$ cat src/rtl/esel_pkg.sv
package esel_pkg;

  // width of the lowest group; each later group is one bit wider than the one before,
  // except group 1, which matches group 0
  localparam int BASE_W = 2;

  function automatic int grp_width(input int k);
    return (k == 0) ? BASE_W : BASE_W + k - 1;
  endfunction

  function automatic int grp_lo(input int k);
    int lo;
    lo = 0;
    for (int i = 0; i < k; i++) lo += grp_width(i);
    return lo;
  endfunction

  function automatic int grp_count(input int width);
    int n;
    n = 0;
    while (grp_lo(n) < width) n++;
    return n;
  endfunction

  // actual width of group k once the top group is clipped to the word
  function automatic int grp_fit(input int k, input int width);
    int rest;
    rest = width - grp_lo(k);
    return (grp_width(k) < rest) ? grp_width(k) : rest;
  endfunction

endpackage

$ cat src/rtl/esel_rca.sv
module esel_rca #(
  parameter int W = 4
) (
  input  logic [W-1:0] a,
  input  logic [W-1:0] b,
  input  logic         ci,
  output logic [W-1:0] s,
  output logic         co
);
  logic [W:0] c;
  assign c[0] = ci;

  for (genvar i = 0; i < W; i++) begin : g_bit
    assign s[i]   = a[i] ^ b[i] ^ c[i];
    assign c[i+1] = (a[i] & b[i]) | (c[i] & (a[i] ^ b[i]));
  end

  assign co = c[W];

  always_comb begin

    rca_sum_chk: assert ({co, s} == ({1'b0, a} + {1'b0, b} + {{W{1'b0}}, ci}))
      else $error("ripple adder result mismatch");
  end
endmodule

$ cat src/rtl/esel_bec.sv
module esel_bec #(
  parameter int W = 4
) (
  input  logic [W-1:0] din,
  output logic [W-1:0] dout
);
  // running AND of all lower bits: a bit flips when every bit below it is one
  logic [W-1:0] low_all;
  assign low_all[0] = 1'b1;
  assign dout[0]    = ~din[0];

  for (genvar i = 1; i < W; i++) begin : g_bit
    assign low_all[i] = low_all[i-1] & din[i-1];
    assign dout[i]    = din[i] ^ low_all[i];
  end

  always_comb begin

    bec_inc_chk: assert (dout == W'(din + 1'b1))
      else $error("excess-one converter mismatch");
  end
endmodule

$ cat src/rtl/esel_group.sv
module esel_group #(
  parameter int W      = 4,
  parameter bit SELECT = 1'b1
) (
  input  logic [W-1:0] a,
  input  logic [W-1:0] b,
  input  logic         ci,
  output logic [W-1:0] s,
  output logic         co
);
  if (SELECT) begin : g_sel
    logic [W-1:0] s_zero;
    logic         co_zero;
    logic [W:0]   plus_one;

    esel_rca #(.W(W)) u_rca (
      .a (a),
      .b (b),
      .ci(1'b0),
      .s (s_zero),
      .co(co_zero)
    );

    // the zero-carry carry-out sits on top so the converter also yields the carry
    esel_bec #(.W(W + 1)) u_bec (
      .din ({co_zero, s_zero}),
      .dout(plus_one)
    );

    assign {co, s} = ci ? plus_one : {co_zero, s_zero};
  end else begin : g_plain
    esel_rca #(.W(W)) u_rca (
      .a (a),
      .b (b),
      .ci(ci),
      .s (s),
      .co(co)
    );
  end

  always_comb begin

    grp_sum_chk: assert ({co, s} == ({1'b0, a} + {1'b0, b} + {{W{1'b0}}, ci}))
      else $error("group result mismatch");
  end
endmodule

$ cat src/rtl/esel_csa_adder.sv
module esel_csa_adder #(
  parameter int WIDTH = 16
) (
  input  logic [WIDTH-1:0] a,
  input  logic [WIDTH-1:0] b,
  input  logic             cin,
  output logic [WIDTH-1:0] sum,
  output logic             cout
);
  import esel_pkg::*;

  localparam int NG = grp_count(WIDTH);

  // carry entering each group; grp_carry[NG] is the word carry-out
  logic [NG:0] grp_carry;
  assign grp_carry[0] = cin;

  for (genvar k = 0; k < NG; k++) begin : g_grp
    localparam int LO = grp_lo(k);
    localparam int GW = grp_fit(k, WIDTH);
    localparam bit SEL = (k > 0);

    esel_group #(.W(GW), .SELECT(SEL)) u_grp (
      .a (a[LO +: GW]),
      .b (b[LO +: GW]),
      .ci(grp_carry[k]),
      .s (sum[LO +: GW]),
      .co(grp_carry[k+1])
    );

    if (k > 0) begin : g_chain
      localparam logic [WIDTH:0] LMASK = (WIDTH + 1)'((64'd1 << LO) - 64'd1);
      logic [WIDTH:0] low_sum;
      assign low_sum = ({1'b0, a} & LMASK) + ({1'b0, b} & LMASK) + {{WIDTH{1'b0}}, cin};
      always_comb begin

        chain_chk: assert (low_sum[LO] == grp_carry[k])
          else $error("carry into group %0d is wrong", k);
      end
    end
  end

  assign cout = grp_carry[NG];

  always_comb begin

    top_sum_chk: assert ({cout, sum} == ({1'b0, a} + {1'b0, b} + {{WIDTH{1'b0}}, cin}))
      else $error("adder result mismatch");
  end
endmodule

$ cat config.mk
export PLATFORM = sky130hd
export DESIGN_NAME = esel_csa_adder
export DESIGN_NICKNAME = d
export VERILOG_FILES = /design/src/rtl/esel_pkg.sv /design/src/rtl/esel_rca.sv /design/src/rtl/esel_bec.sv /design/src/rtl/esel_group.sv /design/src/rtl/esel_csa_adder.sv
export SDC_FILE = /design/constraint.sdc
export NUM_CORES = 1
export LEC_CHECK = 0
export ABC_AREA = 1
export ABC_CLOCK_PERIOD_IN_PS = 2500
export BUFFER_PORTS_ARGS = -buffer_cell sky130_fd_sc_hd__buf_2
export CAP_MARGIN = 20
export CORE_MARGIN = 2
export CORE_UTILIZATION = 43
export DETAILED_ROUTE_END_ITERATION = 8
export PLACE_DENSITY = 0.81
export SLEW_MARGIN = 20
export SYNTH_ARGS = -nofsm -noshare
export SYNTH_HDL_FRONTEND = slang
export SYNTH_SLANG_ARGS = --single-unit
$ cat constraint.sdc
create_clock -name vclk -period 2.5
set_input_delay 0.25 -clock vclk [all_inputs]
set_output_delay 0.25 -clock vclk [all_outputs]
set_load 0.1 [all_outputs]
After elaboration in Yosys (flattened, before gate mapping)
Index checks and enable logic that the tools add are counted.

word-level totals
  latch bits = 0
  output and inout bits = 17
  word-level logic and storage cells = 100
  flip-flop bits (word level) = 0
  memory bits (writable) = 0
  memory bits (read-only) = 0
  input port bits = 33
  memories kept = 0

cells by class
  muxes and demuxes = 4
  $mul = 0
  shift operators = 0
  add/sub/neg operators = 0
  div/mod/pow operators = 0
  equality and inequality tests = 0
  bitwise logic cells = 96
  reduce and logical (&&, ||, !) cells = 0
  magnitude comparators = 0

operators with widths
  kind         count
  $xor 1x1->1  42
  $and 1x1->1  38
  $or 1x1->1   12
  $mux 6       1
  $mux 5       1
  $mux 4       1
  $not 1->1    4
  $mux 3       1

Longest topological paths before layout
Gate-level depths: netlist (run 1).

  depth in word-level cells = 11
  depth in mapped cells = 13
  mapped depth without buffers = 13

Modules after synthesis
From an unflattened synthesis (run 1), not the netlist that was laid out.

unflattened totals
  cells, all modules = 158
  area, all modules = 940.9 µm²

modules (own cells, without submodules)
  module                                        area each (µm²)  instances  sequential area each (µm²)  cells an instance
  esel_rca at g_grp[0].u_grp.g_plain.u_rca ...  70.1             2          0.0                         10
  esel_rca at g_grp[4].u_grp.g_sel.u_rca        137.6            1          0.0                         15
  esel_rca at g_grp[3].u_grp.g_sel.u_rca        117.6            1          0.0                         14
  esel_rca at g_grp[2].u_grp.g_sel.u_rca        97.6             1          0.0                         13
  esel_group at g_grp[4].u_grp                  75.1             1          0.0                         20
  esel_bec at g_grp[4].u_grp.g_sel.u_bec        72.6             1          0.0                         10
  esel_group at g_grp[3].u_grp                  63.8             1          0.0                         17
  esel_bec at g_grp[3].u_grp.g_sel.u_bec        60.1             1          0.0                         9
  esel_group at g_grp[2].u_grp                  52.6             1          0.0                         14
  esel_bec at g_grp[2].u_grp.g_sel.u_bec        47.5             1          0.0                         8
  esel_group at g_grp[1].u_grp                  41.3             1          0.0                         11
  esel_bec at g_grp[1].u_grp.g_sel.u_bec        35.0             1          0.0                         7

Worst setup path before layout (run 1)
Ideal clock, no wire load.

  path type = in2out
  from = in a[2]
  to = out sum[5]
  data required time = 2,250 ps
  path buffers = 0
  setup slack = -1,210 ps
  arrival = 3,460 ps
  cell stages on the path = 7
  cell sequence = ha_1 > fa_1 > ha_1 > nand2_2 > nand2_4 > nand2_4 > o21ai_0

on the way
  word-level cells in the longest chain between the ends = 6
  elaborated cells on any way between the ends = 9
  classes of those cells = mux (2); bitwise (7)

RTL lines
  element                                     RTL line                        text
  start: declaration                          esel_csa_adder.sv:4             input logic [WIDTH-1:0] a,
  $and 1x1->1                                 esel_rca.sv:15                  assign c[i+1] = (a[i] & b[i]) | (c[i] & (a[i] ^ b[i]));
  $and 1x1->1 or $xor 1x1->1 (tied branches)  esel_rca.sv:15, esel_rca.sv:14
  $or 1x1->1 or $and 1x1->1 (tied branches)   esel_rca.sv:15, esel_bec.sv:13
  $xor 1x1->1                                 esel_bec.sv:14                  assign dout[i] = din[i] ^ low_all[i];
  $mux 3 *                                    esel_group.sv:30                assign {co, s} = ci ? plus_one : {co_zero, s_zero};
  $mux 4 *                                    esel_group.sv:30
  end: declaration                            esel_csa_adder.sv:7             output logic [WIDTH-1:0] sum,

Every way passes the cells marked *; elsewhere a longest branch is shown, timed or not.

Worst setup path in the final report (run 1)
  from = in b[7]
  to = out sum[11]

on the way
  word-level cells in the longest chain between the ends = 10
  elaborated cells on any way between the ends = 17
  classes of those cells = mux (2); bitwise (15)

RTL lines
  element                                     RTL line                        text
  start: declaration                          esel_csa_adder.sv:5             input logic [WIDTH-1:0] b,
  $and 1x1->1 (2 in series)                   esel_rca.sv:15
  $or 1x1->1                                  esel_rca.sv:15
  $and 1x1->1                                 esel_rca.sv:15
  $or 1x1->1                                  esel_rca.sv:15
  $and 1x1->1 or $xor 1x1->1 (tied branches)  esel_rca.sv:15, esel_rca.sv:14
  $or 1x1->1 or $and 1x1->1 (tied branches)   esel_rca.sv:15, esel_bec.sv:13
  $xor 1x1->1                                 esel_bec.sv:14
  $mux 5 *                                    esel_group.sv:30
  $mux 6 *                                    esel_group.sv:30

Marks and branches as above.

==> results.txt, run 1 <==
----------------------------------------------------
[Outcome]
  Run status ... complete, but fails checks
  Violated checks ... setup timing

[STA]
  Final-report max-slew violation count ... 0
  Final setup violating endpoints ... 10
  Remaining max-slew budget at the tightest pin ... between 60% and 70%
  Final Hold Vio Count ... 0
  Unrepaired setup endpoints after global routing ... yes
  Period utilisation layout ... 125.0%
  Sum of negative setup slack ... -4.460 ns
  Period minus WS final ... between 3 and 4 ns
  Final worst slack ... -0.6257 ns
  Transition at the pin with the smallest max-transition slack ... ~0.50 ns
  Achievable frequency ... approximately 320 MHz

[Routing]
  Initial DRT Pass Iterations ... 4
  Count of unresolved DRC violations after routing ... 0
  Vias ... between 900 and 1000
  Vias/cell ... slightly below 5
  Remaining antenna violation count ... 0
  DRT iter0 DRCs ... 13
  Final routed wirelength across all metal layers ... between 3 and 4 mm
  DR WL/cell ... 16.71 um

[Power]
  Combinational share of power ... 100.0%
  Power density of the placed cells ... roughly 840 nW/um^2
  Internal power ... between 500 and 600 uW
  Power consumption ... 1.541 mW
  Clock network fraction of design power ... 0%
  Sequential group share of total power ... 0%
  Sw power ... around 990 uW
  Net Sw Frac ... between 60% and 70%
  Leakage component of the power ... 0.9510 nW
  Max IR drop VDD ... approximately 0.77 mV

[Synth]
  Count of different cell masters after synthesis ... 18
  Fraction of the yosys area taken by sequential cells ... 0%
  Library cell with the highest instance count after synthesis ... inv_1
  Net Count, Synth ... between 150 and 200
  Most common library cells after synthesis ... inv_1 (37), ha_1 (14), fa_1 (12), nand3_1 (12), nand2_1 (10)
  Mapped Avg Cell Area ... roughly 8.1 um^2
  Post-synthesis cell count ... around 110
  Ranking of synthesized cells by area ... fa_1 (27%), ha_1 (20%), inv_1 (16%)
  Leading area contributor after synthesis ... fa_1
  Ys Warns ... 0
  Area fraction of the dominant cell type after synthesis ... 26.82%
  Cell area after technology mapping ... roughly 900 um^2

[Placement]
  Instance area after placement ... about 1600 um^2
  Placed Cells incl. Taps ... just under 200
  Count of input and output buffers ... 50
  Final RePlAce weighted congestion ... roughly 0.74
  HPWL after detailed placement ... around 2.2 mm

[Die]
  Die span in y ... just under 50 um
  Count of boundary I/O pins ... 50
  Initial Utilization ... between 40 and 50%
  Core Footprint ... approximately 2000 um^2
  Full die area ... between 2000 and 2500 um^2
  Number of standard-cell rows in the floorplan ... 16
  Floorplan die width ... ~50 um

[Cells and area]
  Ant diodes ... 0
  Fraction of final layout cells sized beyond drive strength 1 ... between 70% and 80%
  Cell Count, Final, Fillers Out ... approximately 200
  FFs & Latches ... 0
  Post-route core utilization ... a little over nine tenths
  Number of nets at the end of the flow ... roughly 240
  Sequential cell area ... 0 um^2
  Signed area change from the synthesized netlist to the final layout ... 105.3%
  Final design instance area without fill ... between 1500 and 2000 um^2
  Filler cell count in the final layout ... ~60
  Clock buffers ... 0

[Critical path]
  Required time at the worst-slack endpoint ... between 2 and 2.5 ns
  Crit path buffers/inverters ... 5
  Worst path arrival time ... around 2.9 ns
  Setup crit end ... sum[11]
  Critical Path Stages ... 14
  Largest delay share family, worst path ... adder cells
  Setup Crit Path Kind ... in2out
  List of cells traversed by the critical path ... buf_6 > ha_4 > inv_2 > fa_2 > fa_2 > fa_1 > inv_2 > ha_4 > xor2_4 > buf_6 > nand3_4 > nand3_4 > nand2_8 > buf_12
  Master of the slowest instance on the critical path ... fa_1
  Startpoint Class ... primary input
  Start point of the critical path ... b[7]
  Maximum fanout encountered on the critical timing path ... 6
  Endpoint kind of the worst setup timing path ... output pin
  Worst stage delay on the critical path ... around 0.57 ns

[GRT]
  Pin count of the biggest net entering global routing ... 9
  Overall global routing resource usage ... approximately 29%
  Initial antenna violation count ... 0
  GRT overflow ... 0
  Via count of the first global-routing pass ... 1185
  Wire length of the first global-routing pass ... roughly 5.5 mm

[Worst hold path]
  Min-Delay Path Class ... in2out
  Cell count of the worst hold path ... 4

[Run]
  Number of maximum-capacitance violations ... 0

[Clock tree]
  Total of hold buffers inserted after clock tree synthesis ... 0

----------------------------------------------------
[cell usage in the layout (no fill, tap or decap)]
cell and instances:
buf_2 33, inv_1 31, buf_12 13, nand2_4 10
ha_1 9, buf_4 9, nand3_4 8, inv_2 7
nand3_2 7, fa_1 7, buf_6 7, fa_2 5
nand2_1 4, xnor2_2 3, a21oi_4 3, ha_4 3
nand2_8 2, xor2_4 2, nor2_2 2, ha_2 2
nand2_2 1, nand3_1 1, mux2_2 1, o21ai_2 1
nor2_4 1, xnor2_4 1, clkbuf_4 1
[per-stage QoR]
| step | setup WS (ns) | hold WS [ns] |
|---|---|---|
| after floorplan | -0.3838 | 0.8654 |
| after global placement | -0.5134 | 0.9915 |
| after detailed placement | -0.6529 | 0.9976 |
| after CTS | -0.4825 | 0.9636 |
| after global routing | -0.6895 | 0.9847 |
| final | -0.6257 | 0.9750 |
[cell families after synthesis]
group | after synthesis | synth area share (%)
XOR/XNOR | 6 | 6.704
buffers and inverters | 38 | 15.92
AO/OA/AOI/OAI | 4 | 2.234
multiplexers | 1 | 1.257
AND/OR/NAND/NOR | 36 | 27.51
adder cells (fa/ha/maj) | 26 | 46.37
[worst min path at each step]
stage	from	slack [ns]	endpoint
5_1_grt	a[7]	0.98	sum[7]
6_report	a[7]	0.98	sum[7]
3_3_place_gp	b[4]	0.99	sum[4]
3_5_place_dp	b[4]	1.0	sum[4]
4_1_cts	b[4]	0.96	sum[4]
2_1_floorplan	b[4]	0.87	sum[4]
[cell type report]
type / instances / area, um^2 / share of cell area (%)
Timing Repair Buffer: 63 / 579.3 / 31.50
Tap cell: 27 / 33.78 / 1.837
Multi-Input combinational cell: 73 / 1084 / 58.91
Inverter: 38 / 142.6 / 7.755
[power by group through the flow]
stage	logic, mW	clock network, mW	registers, mW
floorplan	0.985	0	0
global placement	1.36	0	0
detailed placement	1.40	0	0
CTS	1.49	0	0
global route	1.60	0	0
finish	1.54	0	0
[routing by layer]
metal	share of wire, %	GRT usage (%)	wire length, um
met5	0	0	0
met2	59	61.33	1970
met1	33	28.84	1108
met3	3.7	2.121	124
met4	4.6	10.19	153
[timing repair]
item / in CTS / in global routing
setup buffers: 5 / 1
endpoints found under the hold margin: 0 / 0
pin swaps: 25 / 5
resized for setup: 26 / 6
endpoints found under the setup margin: 10 / 11
Power figures use the tool's default switching activity.
==> run 2, diff against run 1 <==
CORE_MARGIN = unset   (was 2)
==> results.txt, run 2 (same netlist as run 1, synthesis figures left out) <==
----------------------------------------------------
[Critical path]
  Startpoint Class ... primary input
  Endpoint kind of the worst setup timing path ... output pin
  Maximum fanout encountered on the critical timing path ... 6 (unchanged)
  Setup Crit Path Kind ... in2out
  Worst path arrival time ... 2.80 ns (-0.08 ns)
  Required time at the worst-slack endpoint ... 2.25 ns (about the same)

[Run]
  Number of maximum-capacitance violations ... 0 (unchanged)

[Routing]
  Initial DRT Pass Iterations ... 4 (unchanged)
  Remaining antenna violation count ... 0 (unchanged)
  Final routed wirelength across all metal layers ... 4.188 mm (+25%)
  DRT iter0 DRCs ... 31 (+18)
  Vias ... 1076 (+8.1%)
  DR WL/cell ... 20.84 um (+25%)
  Count of unresolved DRC violations after routing ... 0 (unchanged)
  Vias/cell ... 5.353 (+8.1%)

[Cells and area]
  Number of nets at the end of the flow ... 235 (unchanged)
  Commonest cells after routing, fill and taps aside ... buf_2 (31), inv_1 (28), buf_12 (14)
  Ant diodes ... 0 (unchanged)
  Sequential cell area ... 0 um^2 (unchanged)
  Fraction of final layout cells sized beyond drive strength 1 ... 71.84% (+1.7 points)
  Signed area change from the synthesized netlist to the final layout ... 108.1%
  Most common cell after layout, fill and taps aside ... buf_2
  Clock buffers ... 0 (unchanged)
  Final design instance area without fill ... 1864 um^2 (+1.4%)
  FFs & Latches ... 0 (unchanged)

[STA]
  Final-report max-slew violation count ... 0 (unchanged)
  Final Hold Vio Count ... 0 (unchanged)
  Remaining max-slew budget at the tightest pin ... 67.24% (+0.20 points)
  Period utilisation layout ... 122.1% (-2.9 points)
  Period minus WS final ... 3.053 ns (-0.07276 ns)
  Unrepaired setup endpoints after global routing ... yes
  Final setup violating endpoints ... 10 (unchanged)
  Transition at the pin with the smallest max-transition slack ... 0.4947 ns (-0.003058 ns)
  Final worst slack ... -0.5530 ns (+0.07276 ns)
  Worst hold slack ... 0.9684 ns (-0.006561 ns)
  Achievable frequency ... 327.6 MHz (+2.4%)

[Die]
  Floorplan die width ... 47.65 um (-4.0%)
  Die span in y ... 47.65 um (-4.0%)
  Initial Utilization ... 45.66% (unchanged)
  Number of standard-cell rows in the floorplan ... 16 (unchanged)
  Core Footprint ... 1962 um^2 (unchanged)
  Full die area ... 2270 um^2 (-7.9%)
  Count of boundary I/O pins ... 50 (unchanged)

[Placement]
  Instance area after placement ... 1642 um^2 (+0.92%)
  HPWL after detailed placement ... 2.354 mm (+7.1%)
  Count of input and output buffers ... 50 (unchanged)
  Final RePlAce weighted congestion ... 0.6629 (-10%)

[GRT]
  Initial antenna violation count ... 0 (unchanged)
  GRT overflow ... 0 (unchanged)
  Overall global routing resource usage ... 34.56% (+5.4 points)
  Pin count of the biggest net entering global routing ... 9 (unchanged)
  Wire length of the first global-routing pass ... 5.216 mm (-4.3%)
  Via count of the first global-routing pass ... 1131 (-4.6%)

[Power]
  Max IR drop VDD ... 0.6128 mV (-20%)
  Power density of the placed cells ... 846.9 nW/um^2 (+1.1%)
  Leakage component of the power ... 0.9530 nW (+0.21%)

[Outcome]
  Run status ... complete, but fails checks
  Violated checks ... setup timing

[Worst hold path]
  Min-Delay Path Class ... in2out

[Clock tree]
  Total of hold buffers inserted after clock tree synthesis ... 0 (unchanged)

----------------------------------------------------
## run 2: changes by cell type in the layout (fill, tap and decap cells not counted), sizes merged
cell	change
buf	+1
clkbuf	-1
## run 2: metrics by stage
stage / cells / setup TNS, ns / worst slack [ns] / power (mW) / utilization (%)
after floorplan: 111 / -3.041 / -0.3838 / 0.9854 / -
after global placement: 195 / -3.539 / -0.5160 / 1.381 / 83.67
after detailed placement: 195 / -4.328 / -0.6721 / 1.417 / 83.67
after CTS: 199 / -3.411 / -0.4652 / 1.516 / 94.07
after global routing: 201 / -4.658 / -0.6164 / 1.629 / 95.03
final: 201 / -3.956 / -0.5530 / 1.579 / 95.03
## run 2: final cells by class
| type | count | area, um^2 |
|---|---|---|
| well taps | 27 | 33.78 |
| inverters | 38 | 142.6 |
| multi-input cells | 73 | 1084 |
| fillers | 53 | 97.59 |
| repair buffers | 63 | 604.3 |
## run 2: worst paths after layout
check  endpoint  slack, ns  depth (start not counted)  from
min      sum[4]       0.97                          4  a[4]
max     sum[15]      -0.55                         14  a[7]
## run 2: worst max-delay path: stages
cell,delay [ns]
buf_8,0.08
ha_4,0.12
inv_2,0.04
fa_2,0.36
fa_2,0.37
fa_1,0.53
inv_2,0.06
ha_4,0.17
xor2_4,0.20
inv_2,0.07
nand3_4,0.15
nand3_2,0.13
nand2_4,0.09
buf_12,0.17
## run 2: repair_timing
action | 4_1_cts | 5_1_grt
pin swaps | 27 | 6
buffers inserted | 4 | 2
setup endpoints to repair | 10 | 10
gates resized for setup | 36 | 1
## run 2: power by group
group          total [mW]  leakage [nW]  switching [mW]  internal [mW]
registers               0             0               0              0
clock network           0             0               0              0
logic                1.58         0.953            1.01          0.565
## run 2: metal layers
metal | share of wire, % | vias up | global-route usage, %
met1 | 32 | 506 | 34.49
met5 | 0 | - | 0
met4 | 7.1 | 0 | 15.56
met3 | 7.4 | 30 | 3.774
li1 | - | 456 | -
met2 | 54 | 84 | 70.14
==> run 3, diff against run 2 <==
ABC_AREA = unset   (was 1)
CORE_ASPECT_RATIO = 0.8   (was unset)
REMOVE_ABC_BUFFERS = 1   (was unset)
==> results.txt, run 3 <==
----------------------------------------------------
[Die]
  Initial Utilization ... 46.49% (+0.83 points)
  Number of standard-cell rows in the floorplan ... 14 (-2)
  Count of boundary I/O pins ... 50 (unchanged)
  Full die area ... 2271 um^2 (about the same)
  Core Footprint ... 1927 um^2 (-1.8%)
  Die span in y ... 42.83 um (-10%)
  Floorplan die width ... 53.03 um (+11%)

[Synth]
  Count of different cell masters after synthesis ... 25 (+7)
  Mapped Avg Cell Area ... 9.141 um^2 (+13%)
  Ys Warns ... 0 (unchanged)
  Cell area after technology mapping ... 895.9 um^2 (unchanged)
  Post-synthesis cell count ... 98 (-12%)
  Library cell with the highest instance count after synthesis ... inv_1
  Most common library cells after synthesis ... inv_1 (31), ha_1 (14), fa_1 (12)
  Leading area contributor after synthesis ... fa_1
  Area fraction of the dominant cell type after synthesis ... 26.82% (unchanged)
  Ranking of synthesized cells by area ... fa_1 (27%), ha_1 (20%), inv_1 (13%)
  Fraction of the yosys area taken by sequential cells ... 0% (unchanged)

[Placement]
  Placed Cells incl. Taps ... 191 (-2.1%)
  Instance area after placement ... 1424 um^2 (-13%)
  Count of input and output buffers ... 50 (unchanged)
  Final RePlAce weighted congestion ... 0.7167 (+8.1%)
  HPWL after detailed placement ... 1.920 mm (-18%)

[GRT]
  Via count of the first global-routing pass ... 1074 (-5.0%)
  Wire length of the first global-routing pass ... 4.554 mm (-13%)
  Pin count of the biggest net entering global routing ... 8 (-1)
  Overall global routing resource usage ... 27.78% (-6.8 points)
  GRT overflow ... 0 (unchanged)
  Initial antenna violation count ... 0 (unchanged)

[Cells and area]
  Ant diodes ... 0 (unchanged)
  FFs & Latches ... 0 (unchanged)
  Number of nets at the end of the flow ... 233 (-0.85%)
  Sequential cell area ... 0 um^2 (unchanged)
  Most common cell after layout, fill and taps aside ... buf_2
  Multi-input gate area ... 998.5 um^2 (-7.9%)
  Clock buffers ... 0 (unchanged)
  Commonest cells after routing, fill and taps aside ... buf_2 (31), inv_1 (26), buf_4 (20), buf_12 (13), buf_6 (10)
  Fraction of final layout cells sized beyond drive strength 1 ... 69.19% (-2.7 points)
  Post-route core utilization ... 94.61% (-0.42 points)
  Final design instance area without fill ... 1823 um^2 (-2.2%)
  Signed area change from the synthesized netlist to the final layout ... 103.5%
  Filler cell count in the final layout ... 53 (unchanged)
  Cell Count, Final, Fillers Out ... 196 (-2.5%)

[Outcome]
  Violated checks ... setup timing
  Run status ... complete, but fails checks

[STA]
  Final worst slack ... -0.9424 ns (-0.3894 ns)
  Final Hold Vio Count ... 0 (unchanged)
  Worst hold slack ... 0.9730 ns (+0.004528 ns)
  Period minus WS final ... 3.442 ns (+0.3894 ns)
  Transition at the pin with the smallest max-transition slack ... 0.5019 ns (+0.007160 ns)
  Final-report max-slew violation count ... 0 (unchanged)
  Final setup violating endpoints ... 10 (unchanged)
  Remaining max-slew budget at the tightest pin ... 66.77% (-0.47 points)
  Unrepaired setup endpoints after global routing ... yes
  Achievable frequency ... 290.5 MHz (-11%)
  Period utilisation layout ... 137.7% (+16 points)

[Power]
  Power density of the placed cells ... 730.2 nW/um^2 (-14%)
  Leakage component of the power ... 0.9073 nW (-4.8%)
  Max IR drop VDD ... 0.7768 mV (+27%)
  Power consumption ... 1.331 mW (-16%)

[Routing]
  Remaining antenna violation count ... 0 (unchanged)
  DR WL/cell ... 20.71 um (-0.61%)
  DRT iter0 DRCs ... 63 (+100%)
  Vias/cell ... 5.372 (+0.36%)
  Initial DRT Pass Iterations ... 4 (unchanged)
  Final routed wirelength across all metal layers ... 4.059 mm (-3.1%)
  Count of unresolved DRC violations after routing ... 0 (unchanged)
  Vias ... 1053 (-2.1%)

[Critical path]
  Required time at the worst-slack endpoint ... 2.25 ns (about the same)
  List of cells traversed by the critical path ... buf_6 > ha_4 > inv_2 > fa_2 > fa_2 > fa_1 > inv_1 > ha_2 > or2b_1 > mux2i_4 > xnor2_4 > mux2_4 > buf_12
  Startpoint Class ... primary input
  Worst path arrival time ... 3.19 ns (+0.39 ns)
  Maximum fanout encountered on the critical timing path ... 5 (-1)
  Setup Crit Path Kind ... in2out
  Worst stage delay on the critical path ... 0.49 ns (-0.04 ns)
  Endpoint kind of the worst setup timing path ... output pin
  Master of the slowest instance on the critical path ... fa_1
  Cell mode on critical path ... fa_2

[Worst hold path]
  Min-Delay Path Class ... in2out

[Clock tree]
  Total of hold buffers inserted after clock tree synthesis ... 0 (unchanged)

[Run]
  Number of maximum-capacitance violations ... 0 (unchanged)

----------------------------------------------------
## run 3: cell types whose count changed after synthesis, sizes merged, moves of 3 or more
cell,before,now
nand3,16,0
o21ai,1,4
nand2,17,7
mux2,1,7
inv,38,31
## run 3: through the flow
step | worst slack [ns] | setup TNS (ns)
global placement | -0.9360 | -7.609
floorplan | -1.977 | -14.08
finish | -0.9424 | -7.435
global route | -1.070 | -8.647
detailed placement | -0.9688 | -8.335
CTS | -0.8005 | -6.545
## run 3: area by class of cell
type               count  share of cell area, %
repair buffers        74                  37.20
well taps             24                  1.647
inverters             31                  6.383
multi-input cells     67                  54.77
## run 3: repair_timing
| action | in CTS | in global routing |
|---|---|---|
| pin swaps | 17 | 13 |
| gates resized for setup | 69 | 16 |
| gates cloned | 0 | 0 |
| endpoints found under the hold margin | 0 | 0 |
| endpoints found under the setup margin | 13 | 13 |
| setup buffers | 2 | 4 |
## run 3: critical path, delay by kind of cell
| kind | cells | cell delay [ns] |
|---|---|---|
| adder cells (fa/ha/maj) | 5 | 1.47 |
| multiplexers | 2 | 0.59 |
| buffers and inverters | 4 | 0.40 |
| AND/OR/NAND/NOR | 1 | 0.26 |
| XOR/XNOR | 1 | 0.20 |
## run 3: logic make-up after synthesis
group,count (synthesis),synth area share (%)
AND/OR/NAND/NOR,18,12.01
multiplexers,9,14.11
XOR/XNOR,7,8.940
AO/OA/AOI/OAI,7,5.587
buffers and inverters,31,12.99
adder cells (fa/ha/maj),26,46.37
## run 3: worst paths after layout
kind	depth (start not counted)	end	start
worst max-delay path	13	sum[12]	a[7]
worst min-delay path	4	sum[7]	b[7]
## run 3: where the power goes
| part | leakage, nW | total, mW | internal [mW] | switching, mW |
|---|---|---|---|---|
| Clock | 0 | 0 | 0 | 0 |
| Sequential | 0 | 0 | 0 | 0 |
| Combinational | 0.907 | 1.33 | 0.507 | 0.824 |
## run 3: metal layers
layer	part of all wire [%]	global-route usage, %
met4	6.3	5.263
met2	48	61.27
met1	36	26.48
met5	0	0
met3	9.1	1.434
